## src/rtl/win_gate_pkg.sv

```systemverilog
package win_gate_pkg;
   localparam int CTRL_W = 32;
   localparam int EN_POS = 31;
   localparam int IDX_W  = 6;

   typedef struct packed {
      logic             enable;
      logic [IDX_W-1:0] bit_idx;
   } gate_cfg_t;

   function automatic gate_cfg_t unpack_cfg(input logic [CTRL_W-1:0] word);
      gate_cfg_t c;
      c.enable  = word[EN_POS];
      c.bit_idx = word[IDX_W-1:0];
      return c;
   endfunction
endpackage

```

## src/rtl/wg_window_cmp.sv

```systemverilog
module wg_window_cmp #(
   parameter int ADDR_W = 32,
   parameter int IDX_W  = 6
) (
   input  logic [IDX_W-1:0]  bit_idx,
   input  logic [ADDR_W-1:0] addr_new,
   input  logic [ADDR_W-1:0] addr_old,
   output logic              differ
);
   localparam int POS_W = IDX_W + 1;

   logic [ADDR_W-1:0] diff_bits;

   // One compare slice per address bit; a slice counts only at or above the index.
   for (genvar i = 0; i < ADDR_W; i++) begin : g_slice
      localparam logic [POS_W-1:0] POS = POS_W'(i);
      assign diff_bits[i] = (addr_new[i] ^ addr_old[i]) & (POS >= {1'b0, bit_idx});
   end

   assign differ = |diff_bits;
endmodule

```

## src/rtl/wg_outstanding.sv

```systemverilog
module wg_outstanding #(
   parameter int MAX_OUT = 16,
   parameter int CW      = $clog2(MAX_OUT + 1)
) (
   input  logic          clk,
   input  logic          rst_n,
   input  logic          inc,
   input  logic          dec,
   output logic [CW-1:0] count,
   output logic          idle
);
   always_ff @(posedge clk) begin
      if (!rst_n) begin
         count <= '0;
      end else if (inc && !dec) begin
         count <= count + CW'(1);
      end else if (!inc && dec) begin
         count <= count - CW'(1);
      end
   end

   assign idle = (count == '0);
endmodule

```

## src/rtl/wg_window_track.sv

```systemverilog
module wg_window_track #(
   parameter int ADDR_W = 32
) (
   input  logic              clk,
   input  logic              rst_n,
   input  logic              enable,
   input  logic              take,
   input  logic [ADDR_W-1:0] addr,
   output logic              have_last,
   output logic [ADDR_W-1:0] last_addr
);
   always_ff @(posedge clk) begin
      if (!rst_n) begin
         have_last <= 1'b0;
         last_addr <= '0;
      end else if (!enable) begin
         have_last <= 1'b0;
      end else if (take) begin
         have_last <= 1'b1;
         last_addr <= addr;
      end
   end
endmodule

```

## src/rtl/win_halt_gate.sv

```systemverilog
module win_halt_gate
   import win_gate_pkg::*;
#(
   parameter int ADDR_W  = 32,
   parameter int MAX_OUT = 16
) (
   input  logic              clk,
   input  logic              rst_n,
   input  logic [31:0]       cfg_ctrl,
   input  logic              s_awvalid,
   output logic              s_awready,
   input  logic [ADDR_W-1:0] s_awaddr,
   output logic              m_awvalid,
   input  logic              m_awready,
   output logic [ADDR_W-1:0] m_awaddr,
   input  logic              b_valid,
   input  logic              b_ready
);
   localparam int CNT_W = $clog2(MAX_OUT + 1);

   if (ADDR_W < 2 || ADDR_W > 64) begin : g_bad_addr_w
      $error("win_halt_gate: ADDR_W must lie in 2..64");
   end
   if (MAX_OUT < 1) begin : g_bad_max_out
      $error("win_halt_gate: MAX_OUT must be at least 1");
   end

   gate_cfg_t         cfg;
   logic              cfg_unused;
   logic              have_last;
   logic [ADDR_W-1:0] last_addr;
   logic              differ;
   logic              crossing;
   logic              halt;
   logic              aw_fire;
   logic              b_fire;
   logic [CNT_W-1:0]  out_cnt;
   logic              out_idle;

   assign cfg        = unpack_cfg(cfg_ctrl);
   assign cfg_unused = ^cfg_ctrl[30:6];

   wg_window_cmp #(.ADDR_W(ADDR_W), .IDX_W(IDX_W)) u_cmp (
      .bit_idx  (cfg.bit_idx),
      .addr_new (s_awaddr),
      .addr_old (last_addr),
      .differ   (differ)
   );

   assign crossing  = cfg.enable & have_last & differ;
   assign halt      = s_awvalid & crossing & ~out_idle;
   assign m_awvalid = s_awvalid & ~halt;
   assign s_awready = m_awready & ~halt;
   assign m_awaddr  = s_awaddr;
   assign aw_fire   = m_awvalid & m_awready;
   assign b_fire    = b_valid & b_ready;

   wg_window_track #(.ADDR_W(ADDR_W)) u_track (
      .clk       (clk),
      .rst_n     (rst_n),
      .enable    (cfg.enable),
      .take      (aw_fire),
      .addr      (s_awaddr),
      .have_last (have_last),
      .last_addr (last_addr)
   );

   wg_outstanding #(.MAX_OUT(MAX_OUT), .CW(CNT_W)) u_cnt (
      .clk   (clk),
      .rst_n (rst_n),
      .inc   (aw_fire),
      .dec   (b_fire),
      .count (out_cnt),
      .idle  (out_idle)
   );
endmodule

```

## config.mk

```make
export PLATFORM = sky130hd
export DESIGN_NAME = win_halt_gate
export DESIGN_NICKNAME = d
export VERILOG_FILES = /design/src/rtl/win_gate_pkg.sv /design/src/rtl/wg_window_cmp.sv /design/src/rtl/wg_outstanding.sv /design/src/rtl/wg_window_track.sv /design/src/rtl/win_halt_gate.sv
export SDC_FILE = /design/constraint.sdc
export NUM_CORES = 1
export LEC_CHECK = 0
export ABC_AREA = 1
export ABC_CLOCK_PERIOD_IN_PS = 6300
export BUFFER_PORTS_ARGS = -buffer_cell sky130_fd_sc_hd__buf_2
export CAP_MARGIN = 10
export CORE_MARGIN = 4
export CORE_UTILIZATION = 54
export DETAILED_ROUTE_END_ITERATION = 7
export PLACE_DENSITY = 0.87
export REMOVE_ABC_BUFFERS = 1
export SKIP_LAST_GASP = 1
export SYNTH_ARGS = -nofsm -noshare
export SYNTH_HDL_FRONTEND = slang
export SYNTH_SLANG_ARGS = --single-unit
```

## constraint.sdc

```tcl
create_clock -name clk -period 6.3 [get_ports clk]
set_clock_uncertainty 0.05 [all_clocks]
set_input_delay 0.945 -clock clk [delete_from_list [all_inputs] [get_ports clk]]
set_output_delay 0.945 -clock clk [all_outputs]
set_load 0.005 [all_outputs]
```

# Yosys cells after proc, flatten, opt, wreduce, memory -nomap -nowiden
# Cells that the tools add are included.
totals:
  regBits: 38
  inputBits: 70
  output_inout_bits: 34
  elab_cells: 122
op_classes:
  n_addsub: 2
  order_cmp: 32
  mux: 2
  bitwise: 74
  n_reduce_logical: 9
op_table:
  columns: ["cell", "n"]
  rows:
  - ["$ge A5 B6 Y1 const A", 16]
  - ["$ge A4 B6 Y1 const A", 8]
  - ["$and A1 B1 Y1", 40]
  - ["$reduce_or A32 Y1", 1]
  - ["$xor A1 B1 Y1", 32]
  - ["$ge A3 B6 Y1 const A", 4]
  - ["$ge A1 B6 Y1 const A", 2]
  - ["$ge A2 B6 Y1 const A", 2]
  - ["$mux W5", 2]
  - ["$add A5 B1 Y5 const B", 1]
  - ["$logic_not A5 Y1", 1]
  - ["$sub A5 B1 Y5 const B", 1]
  - ["$reduce_and A2 Y1", 2]
  - ["$logic_and A1 B1 Y1", 2]
  - ["$logic_not A1 Y1", 2]
  - ["$not A1 Y1", 2]
  - ["$reduce_bool A2 Y1", 1]

# Longest topological paths before layout
# Gate-level depths: netlist of run 1.
logic_depth:
  word_depth: 13
  ltp_mapped: 25

# By module
# From an unflattened synthesis of run 1, not the netlist that was laid out.
hier_totals:
  cells_unflattened: 464
  hier_area_um2: 2855.2
by_module_without_submodules:
  columns: ["module", "instances", "cells_each", "area_each_um2", "seq_area_each_um2"]
  rows:
  - ["wg_window_track", 1, 207, 1375.1, 660.6]
  - ["wg_window_cmp", 1, 158, 820.8, 0.0]
  - ["wg_outstanding", 1, 55, 367.9, 100.1]
  - ["win_halt_gate", 1, 44, 291.5, 0.0]

# Least setup slack after synthesis of run 1
# No wires, ideal clock.
synth_timing:
  path_type: "input port to flip-flop"
  from: "input port cfg_ctrl[4]"
  to: "register u_cnt.count[4]"
  t_arrival_ps: 3208
  required_ps: 6131
  slack_ps: 2923
  stages: 24
  path_buffers: 0
  path_cell_list: "inv_1 > nor2_1 > nand3_1 > nand2_1 > nand2_1 > nand2_1 > nor2_1 > nand2_1 > nor2_1 > nand2_1 > nand2_1 > nand2_1 > nor2_1 > ha_1 > inv_1 > ha_1 > nand2_1 > nor2_1 > a211oi_1 > nand2_1 > nand2_1 > nor2_1 > o21ai_0 > a21oi_1"
synth_via:
  elab_chain_cells: 12
  word_cells_on_any_way: 76
  cone_classes: "order compare (32); mux (1); bitwise (38); reduce/logical (5)"
synth_lines:
  columns: ["element", "line_no", "rtl"]
  rows:
  - ["from (decl)", "win_halt_gate.sv:9", "input logic [31:0] cfg_ctrl,"]
  - ["$ge A1 B6 Y1, or another cell as far along", "wg_window_cmp.sv:17", "assign diff_bits[i] = (addr_new[i] ^ addr_old[i]) & (POS >= {1'b0, bit_idx});"]
  - ["$and A1 B1 Y1", "wg_window_cmp.sv:17", null]
  - ["$reduce_or A32 Y1 *", "wg_window_cmp.sv:20", "assign differ = |diff_bits;"]
  - ["$and A1 B1 Y1 *", "win_halt_gate.sv:50", "assign crossing = cfg.enable & have_last & differ;"]
  - ["$and A1 B1 Y1 * (2 in a row)", "win_halt_gate.sv:51", "assign halt = s_awvalid & crossing & ~out_idle;"]
  - ["$not A1 Y1 *", "win_halt_gate.sv:52", "assign m_awvalid = s_awvalid & ~halt;"]
  - ["$and A1 B1 Y1 *", "win_halt_gate.sv:52", null]
  - ["$and A1 B1 Y1 *", "win_halt_gate.sv:55", "assign aw_fire = m_awvalid & m_awready;"]
  - ["via aw_fire", "win_halt_gate.sv:35", "logic aw_fire;"]
  - ["$logic_not A1 Y1", "wg_outstanding.sv:17", "end else if (!inc && dec) begin"]
  - ["$logic_and A1 B1 Y1", "wg_outstanding.sv:17", null]
  - ["$reduce_bool A2 Y1 (no source line)", null, null]
  - ["to (signal assigned)", "wg_outstanding.sv:16", "count <= count + CW'(1);"]
  - ["to (signal assigned)", "wg_outstanding.sv:18", "count <= count - CW'(1);"]
  - ["to (decl)", "wg_outstanding.sv:9", "output logic [CW-1:0] count,"]
# Mark *: on every way through the listed nets, which the timed path passes. The rest lies on a longest branch.
# A chain may end at the register's enable or synchronous reset.

# Worst setup path in the final report of run 1
# Same ends and word-level chain as after synthesis.

==> metrics.txt, run 1 <==
Post-Route WL=5570 um; kind of critical path=in -> reg; Die Height=79.3 um; Placed Cells incl. Taps=551; combinational share of power=24.3%; crit end category=flip-flop; H-tree depth=2; clock buffer depth=2; core area=4820 um2; sequential-to-total area share from yosys stat=27.7%; Top delay family on crit path=simple AND/OR/NAND/NOR gates; cells along the critical path=buf_2 > inv_1 > nor2_1 > nand2_1 > nand2_1 > nand3_1 > nand2_1 > nor2_1 > nand2_1 > nor2_1 > nand2_1 > nand2_1 > nand2_1 > nor2_1 > ha_1 > inv_1 > ha_1 > nand2_1 > nor2_1 > a211oi_1 > nor2_1 > nor2_1 > o21ai_0 > a21oi_1; vias in the first global route=2409; P_int=0.000429 W; Leak Pwr=1.77 nW; All-Layer GR Usage=18.9%; IO Pins=104; Ant. Diodes=0; Final Hold Viols=0; Initial Utilization=56.9%; die area=6280 um2; pin count of the biggest net entering global routing=66; PortBufs=78; postcts setup bufs=0; Most common cell on crit path=nand2_1; WP data required=6470 ps; Fin Setup TNS=0 ps; Max VDD drop=0.101 mV; Setup violations, final=0; antenna-violating nets left=0; via count=2579; initial DRC count=143; Yosys warning count=0; crit share post-route=58.2%; highest clock rate=0.273 GHz; Vias/cell=4.61; Final WS setup=2630 ps; Avg Inst Size Synth=6.12 um2; P&R area growth vs syn=10.0%; unrepaired setup endpoints after global routing=no; Clock Pin Slew Worst Setup and Hold Paths=70 ps; Slew headroom=57.0%; final non-filler cell total=559; sw power=0.000176 W; Clock power frac=31.8%; CTS Hold Buffers Added=0; Sw Ratio=29.1%; CTS Sinks=38; dpl ws=2370 ps; gp weighted congestion=0.940; Core Rows=25; Mapped Area=2740 um2; M2 GR Usage=34.2%; worst-margin pin slew=645 ps; initial antenna violation count=0; flop and latch count out of synthesis=38; Slowest Stage Delay on Critical Path=340 ps; final net count=566; clock buffer count from CTS=5; fin crit period=3670 ps; clock root cell=clkbuf_8; Max Cap Viol=0; Critical Path Source Type=primary input; DR DRC count=0; count of cell types in the netlist=22; Sequential Power Share=43.9%; Power Total=0.000605 W; met1 Use GR=23.1%; CTS resizes=0; PD cells=201 nW/um2; Bufs and invs on worst path=3; DP HPWL=4310 um; worst-skew pair later-pin latency=290 ps; share of layout cells above drive strength 1=18.7%; GR Overflow Total=0; Critical Path Fanout Max=8; first drt pass iteration count=4; CTS tree=yes; M3 GR Usage=3.29%; gr busiest metal=met2; Min-Delay Path Class=reg -> reg; Util after Layout=62.6%; Critical Path AT=3840 ps; outcome=finished clean; first-pass GRT wire length=9860 um; wire per inst=9.97 um; Slew Limit Fails=0; Die X=79.3 um; slowest CP cell=ha_1; Syn Inst Count=448
## state kept, by name (all words and copies together), names as in the netlist
signal and count:
u_track.have_last 1, u_cnt.count 5, u_track.last_addr 32
## cell usage in the layout, fill, tap and decap left out, types with 2 or more instances in the layout
master / count
a211oi_1: 2
a21oi_1: 12
buf_2: 78
clkbuf_8: 8
dfxtp_1: 38
ha_1: 4
inv_1: 56
nand2_1: 134
nand3_1: 16
nand4_1: 2
nor2_1: 92
o21ai_0: 12
o21ai_2: 2
or2_2: 2
xnor2_1: 11
xor2_1: 18
## cell usage after synthesis
library cell,number,share of area [%]
nand3_1,16,2.9
buf_6,3,1.2
xnor2_1,11,3.5
nand4_1,2,0.46
a211oi_1,2,0.55
a21oi_1,12,2.2
buf_4,35,9.6
inv_1,56,7.7
or2_2,2,0.46
o21ai_1,1,0.18
buf_2,1,0.18
fa_1,1,0.73
ha_1,4,1.8
o22ai_1,1,0.23
clkbuf_1,4,0.55
xor2_1,18,5.8
o21ai_0,12,2.2
nand4_2,1,0.46
nand2_1,134,18
nor2_1,92,13
o21ai_2,2,0.64
dfxtp_1,38,28
## through the flow
stage          instance area (um2)  hold slack (ps)
3_3_place_gp                  2910              391
6_report                      3020              412
3_5_place_dp                  2910              390
5_1_grt                       3020              455
2_1_floorplan                 2420              366
4_1_cts                       3020              407
## path summary, 6_finish.rpt
kind,startpoint,endpoint,slack (ps),depth (start not counted)
setup / recovery,cfg_ctrl[4],u_cnt.count[4],2630,24
hold / removal,u_cnt.count[4],u_cnt.count[4],410,1
setup reg to reg,u_track.last_addr[2],u_cnt.count[4],3370,21
hold reg to reg,u_cnt.count[4],u_cnt.count[4],410,1
## area by class of cell
class                      count  area (um2)
sequential                    38         761
inverter                      56         210
timing repair buffer          79         398
multi-input combinational    311        1450
clock buffer                   8         110
fill                         493        1800
tap                           67        83.8
## layer usage
layer / up-vias / share of wire [%]
met2: 65 / 48
met5: - / 0
li1: 1391 / -
met1: 1117 / 46
met3: 6 / 5.4
met4: 0 / 0.81
## kinds of logic (layout without fill, tap and decap cells)
family	after synthesis	count (layout)	share of synthesized area [%]
simple gates	247	247	35.2
xor+xnor	29	29	9.27
flops	38	38	27.7
compound gates	30	30	5.98
buf+inv	99	143	19.2
fa+ha+maj	5	5	2.56
## power by group through the flow
stage	Combinational [W]	Clock (W)	Sequential, W
after CTS	0.000148	0.000199	0.000265
final	0.000147	0.000192	0.000265
after global placement	0.000142	0	0.000270
after global routing	0.000171	0.000208	0.000268
after floorplan	0.0000915	0	0.000269
after detailed placement	0.000146	0	0.000271
## worst reg2reg max path, delay by kind of cell (launching register included)
family | cells | cell delay (ps)
DFF | 1 | 330
adders and majority gates | 2 | 590
AOI/OAI and AO/OA | 4 | 520
and+or+nand+nor | 14 | 1270
buffers and inverters | 1 | 100
No activity file was read; power rests on OpenSTA's default activity.
==> run 2: changes to the inputs <==
ABC_CLOCK_PERIOD_IN_PS = 3030   (was 6300)
CORE_UTILIZATION = 45   (was 54)
PLACE_DENSITY = 0.77   (was 0.87)
clock period = 3.03 ns   (was 6.3 ns; I/O delays follow)
==> run 2 against run 1 <==
Compared with the run above:
- register-to-register slack worse by 3000 ps
- global-route usage is 3.0 points lower
- utilization decreased by 6.8 points
- largest cell class unchanged
==> metrics.txt, run 2 (synthesis results as in run 1) <==
worst-margin pin slew=624 ps; GR Overflow Total=0; Top reg by flops=u_track.last_addr; multi-input combinational cell area=1560 um2; first drt pass iteration count=4; Reg2Reg Depth=20; vias in the first global route=2349; final net count=583; fin area=3310 um2; clock root cell=clkbuf_8; Die X=86.1 um; CTS Hold Buffers Added=0; Placed Cells incl. Taps=576; Clock Pin Slew Worst Setup and Hold Paths=80 ps; first-pass GRT wire length=9730 um; Top Registers=u_track.last_addr: 32 flops, u_cnt.count: 5 flops, u_track.have_last: 1 flops; crit share post-route=93.0%; clock buffer count from CTS=5; Critical Path Source Type=primary input; DR DRC count=0; wire per inst=9.99 um; Critical Path AT=2990 ps; Most common cell on crit path=nand2_1; Top delay family on crit path=simple AND/OR/NAND/NOR gates; gp weighted congestion=0.897; CTS Sinks=38; crit end category=flip-flop; pin count of the biggest net entering global routing=66; Slew Limit Fails=0; outcome=finished clean; P&R area growth vs syn=20.6%; max reg flops=32; All-Layer GR Usage=15.9%; antenna-violating nets left=0; final non-filler cell total=584; Slowest Stage Delay on Critical Path=370 ps; clock buffer depth=2; DP HPWL=4410 um; R2R Setup Slk=330 ps; Post-Route WL=5840 um; CTS resizes=0; Die Height=86.1 um; highest clock rate=0.355 GHz; die area=7400 um2; Max VDD drop=0.281 mV; PD cells=404 nW/um2; initial antenna violation count=0; Final WS setup=211 ps; kind of critical path=in -> reg; most common cell after layout, fill and taps aside=nand2_1; dpl cell area=3060 um2; core area=5920 um2; Slew headroom=58.4%; slowest CP cell=fa_1; cells along the critical path=buf_6 > nor2_2 > nand2_1 > nor2_1 > nand2_1 > nand2_1 > nor2_1 > nand2_1 > nor2_1 > nand2_1 > nand2_2 > nand2_2 > nor2_2 > ha_2 > buf_4 > fa_1 > nor2_1 > a211oi_2 > nand2_1 > nand2_1 > nor2_1 > o21ai_0 > a21oi_1; Bufs and invs on worst path=2; fill cell count=573; commonest non-fill, non-tap cells in the layout=nand2_1 (129), nor2_1 (87), buf_2 (74); WHS Path Cells=3; worst-skew pair later-pin latency=290 ps; IO Pins=104; Final Hold Viols=0; share of layout cells above drive strength 1=25.9%; unrepaired setup endpoints after global routing=yes; Ant. Diodes=0; WP data required=3200 ps; Critical Path Fanout Max=9; Setup violations, final=0; fin crit period=2820 ps; Vias/cell=4.42; H-tree depth=2; postcts setup bufs=0; Stages on worst setup path=23; Min-Delay Path Class=in -> reg; Storage cell area=761 um2; Initial Utilization=46.3%; Leak Pwr=1.87 nW; Fin Setup TNS=0 ps; initial DRC count=109; Max Cap Viol=0; CTS tree=yes; dpl ws=-311 ps; PortBufs=78; Core Rows=28; via count=2581
==> run 2: path summary, 6_finish.rpt <==
| kind | startpoint | end |
|---|---|---|
| worst max register to register | u_track.last_addr[23] | u_cnt.count[4] |
| worst min register to register | u_cnt.count[4] | u_cnt.count[4] |
| worst max-delay path | cfg_ctrl[4] | u_cnt.count[4] |
| worst min-delay path | s_awaddr[28] | u_track.last_addr[28] |
==> run 2: routing by layer <==
layer	GRT usage, %	vias to the layer above	wire length (um)
met5	0	-	0
met4	4.17	0	47
met3	2.79	5	210
met2	28.2	40	2940
met1	19.8	1105	2640
li1	-	1431	-
==> run 2: power breakdown <==
part | switching [W] | internal [W] | leakage [nW]
registers | 0.0000212 | 0.000532 | 0.312
logic | 0.000195 | 0.000167 | 1.50
clock network | 0.000179 | 0.000242 | 0.0579
==> run 2: area by class of cell <==
class / count / share of cell area (%)
clock buffers: 5 / 2.08
clock inverters: 3 / 1.21
inverters: 56 / 6.73
multi-input cells: 311 / 47.1
flip-flops and latches: 38 / 23.0
well taps: 75 / 2.84
repair buffers: 96 / 17.0
==> run 2: worst min-delay path, delay by kind of cell <==
family	cells	cell delay [ps]
buffers and inverters	1	100
and+or+nand+nor	2	120
==> run 2: stage by stage <==
stage,util [%],hold WS [ps],power (W)
3_3_place_gp,51.6,391,0.000880
4_1_cts,53.5,365,0.00132
2_1_floorplan,-,366,0.000749
5_1_grt,55.9,371,0.00143
6_report,55.9,372,0.00134
3_5_place_dp,51.6,399,0.000893
==> run 3: changes to the inputs <==
==> constraint.sdc (replaced) <==
create_clock -name clk -period 3.03 [get_ports clk]
set_clock_uncertainty 0.05 [all_clocks]
set_input_delay 0.1515 -clock clk [delete_from_list [all_inputs] [get_ports clk]]
set_output_delay 0.1515 -clock clk [all_outputs]
set_load 0.005 [all_outputs]
==> run 3 against run 2 <==
Compared with the run above:
- via count is 0.19% higher
- critical path depth is 3 lower
- final area is 6.8% lower
- power is 6.9% lower
- routed wire length is 0.72% lower
- sequential power hardly changed
- critical endpoint unchanged
- largest power group unchanged
==> metrics.txt, run 3 (synthesis results as in run 1) <==
outcome=finished clean; unrepaired setup endpoints after global routing=no; clock buffer count from CTS=5; Critical Path Fanout Max=3; Clock Pin Slew Worst Setup and Hold Paths=80 ps; initial DRC count=151; fin crit period=2730 ps; share of layout cells above drive strength 1=20.9%; crit share post-route=90.0%; worst-skew pair later-pin latency=290 ps; Max Cap Viol=0; Power Total=0.00124 W; kind of critical path=reg -> reg; combinational share of power=26.5%; commonest non-fill, non-tap cells in the layout=nand2_1 (133), nor2_1 (86), buf_2 (78); Bufs and invs on worst path=1; worst-margin pin slew=636 ps; PD cells=404 nW/um2; clock root cell=clkbuf_8; IO Pins=104; worst hold margin=73.6 ps; fill cell count=620; most common cell after layout, fill and taps aside=nand2_1; Initial Utilization=46.3%; initial antenna violation count=0; R2R Setup Slk=300 ps; Clock power frac=29.0%; Sequential Power Share=44.5%; slowest CP cell=fa_1; Ant. Diodes=0; gp weighted congestion=0.904; Slowest Stage Delay on Critical Path=410 ps; highest clock rate=0.367 GHz; final net count=568; crit end category=flip-flop; clock buffer depth=2; pin count of the biggest net entering global routing=66; Min-Delay Path Class=in -> reg; Core Rows=28; P&R area growth vs syn=12.5%; DP HPWL=4360 um; H-tree depth=2; max reg flops=32; sw power=0.000385 W; Setup violations, final=0; WP data required=3200 ps; wire per inst=10.2 um; P_int=0.000859 W; CTS tree=yes; core area=5920 um2; DR DRC count=0; CTS Hold Buffers Added=0; Slew headroom=57.6%; All-Layer GR Usage=16.0%; vias in the first global route=2385; GR Overflow Total=0; Max VDD drop=0.284 mV; via count=2586; Final Hold Viols=0; Critical Path Source Type=flip-flop; first-pass GRT wire length=9890 um; antenna-violating nets left=0; first drt pass iteration count=4; Leak Pwr=1.78 nW; Critical Path AT=2900 ps; CTS Sinks=38; Die X=86.1 um; Top delay family on crit path=simple AND/OR/NAND/NOR gates; Top reg by flops=u_track.last_addr; Top Registers=u_track.last_addr: 32 flops, u_cnt.count: 5 flops, u_track.have_last: 1 flops; Sw Ratio=30.9%; die area=7400 um2; Most common cell on crit path=nand2_1; Vias/cell=4.54; Slew Limit Fails=0; PortBufs=78; Die Height=86.1 um; cells along the critical path=xnor2_1 > or2_2 > nand2_1 > nor2_1 > nand2_1 > nor2_1 > nand2_1 > nand2_1 > nand2_2 > nor2_2 > ha_1 > buf_4 > fa_1 > nor2_2 > a211oi_2 > nand2_1 > nand2_1 > nor2_2 > o21ai_1 > a21oi_1; Post-Route WL=5800 um
==> run 3: changes by cell type in the layout (fill, tap and decap cells not counted), moves of 2 or more <==
cell     delta
buf_4      -15
inv_1       +7
buf_2       +4
buf_6       -4
nand2_1     +4
inv_2       -3
inv_4       -3
o21ai_4     -3
nand2_2     -2
nand2_4     -2
nor2_2      +2
o21ai_2     +2
==> run 3: power groups by stage <==
stage | clock network (W) | registers, W | logic [W]
finish | 0.000361 | 0.000554 | 0.000330
global route | 0.000388 | 0.000557 | 0.000382
floorplan | 0 | 0.000559 | 0.000190
detailed placement | 0 | 0.000563 | 0.000310
CTS | 0.000371 | 0.000551 | 0.000313
global placement | 0 | 0.000561 | 0.000302
==> run 3: per-stage QoR <==
stage	setup WS [ps]	utilization (%)	instances	area [um2]	TNS (ps)
6_report	302	52.1	569	3080	0
5_1_grt	9.70	52.1	569	3080	0
4_1_cts	179	51.3	569	3040	0
3_5_place_dp	-23.8	49.7	561	2940	-23.8
3_3_place_gp	63.0	49.7	561	2940	0
2_1_floorplan	447	-	405	2420	0
==> run 3: worst paths after layout <==
kind,from,depth (start not counted),end
max,u_track.last_addr[27],20,u_cnt.count[4]
min,s_awaddr[27],3,u_track.last_addr[27]
max reg2reg,u_track.last_addr[27],20,u_cnt.count[4]
min reg2reg,u_cnt.count[4],1,u_cnt.count[4]
==> run 3: timing repair <==
item                       4_1_cts  5_1_grt
resized for setup                0       11
setup buffers                    0        0
setup endpoints to repair        0        2
==> run 3: worst min-delay path: stages <==
cell    delay, ps
buf_2         100
nor2_1         40
nor2_1         80
==> run 3: area by class of cell <==
type / count / area (um2) / area share [%]
multi-input combinational: 311 / 1500 / 48.7
sequential: 38 / 761 / 24.7
timing repair buffer: 81 / 425 / 13.8
inverter: 56 / 210 / 6.82
tap: 75 / 93.8 / 3.04
clock buffer: 7 / 86.3 / 2.80
clock inverter: 1 / 5.00 / 0.162
==> run 3: per-layer routing <==
layer | wire [um] | share of wire, % | vias up | GRT usage, %
met1 | 2570 | 44 | 1127 | 19.6
li1 | - | - | 1396 | -
met3 | 272 | 4.7 | 9 | 2.69
met4 | 85 | 1.5 | 0 | 3.88
met5 | 0 | 0 | - | 0
met2 | 2870 | 49 | 54 | 29.0
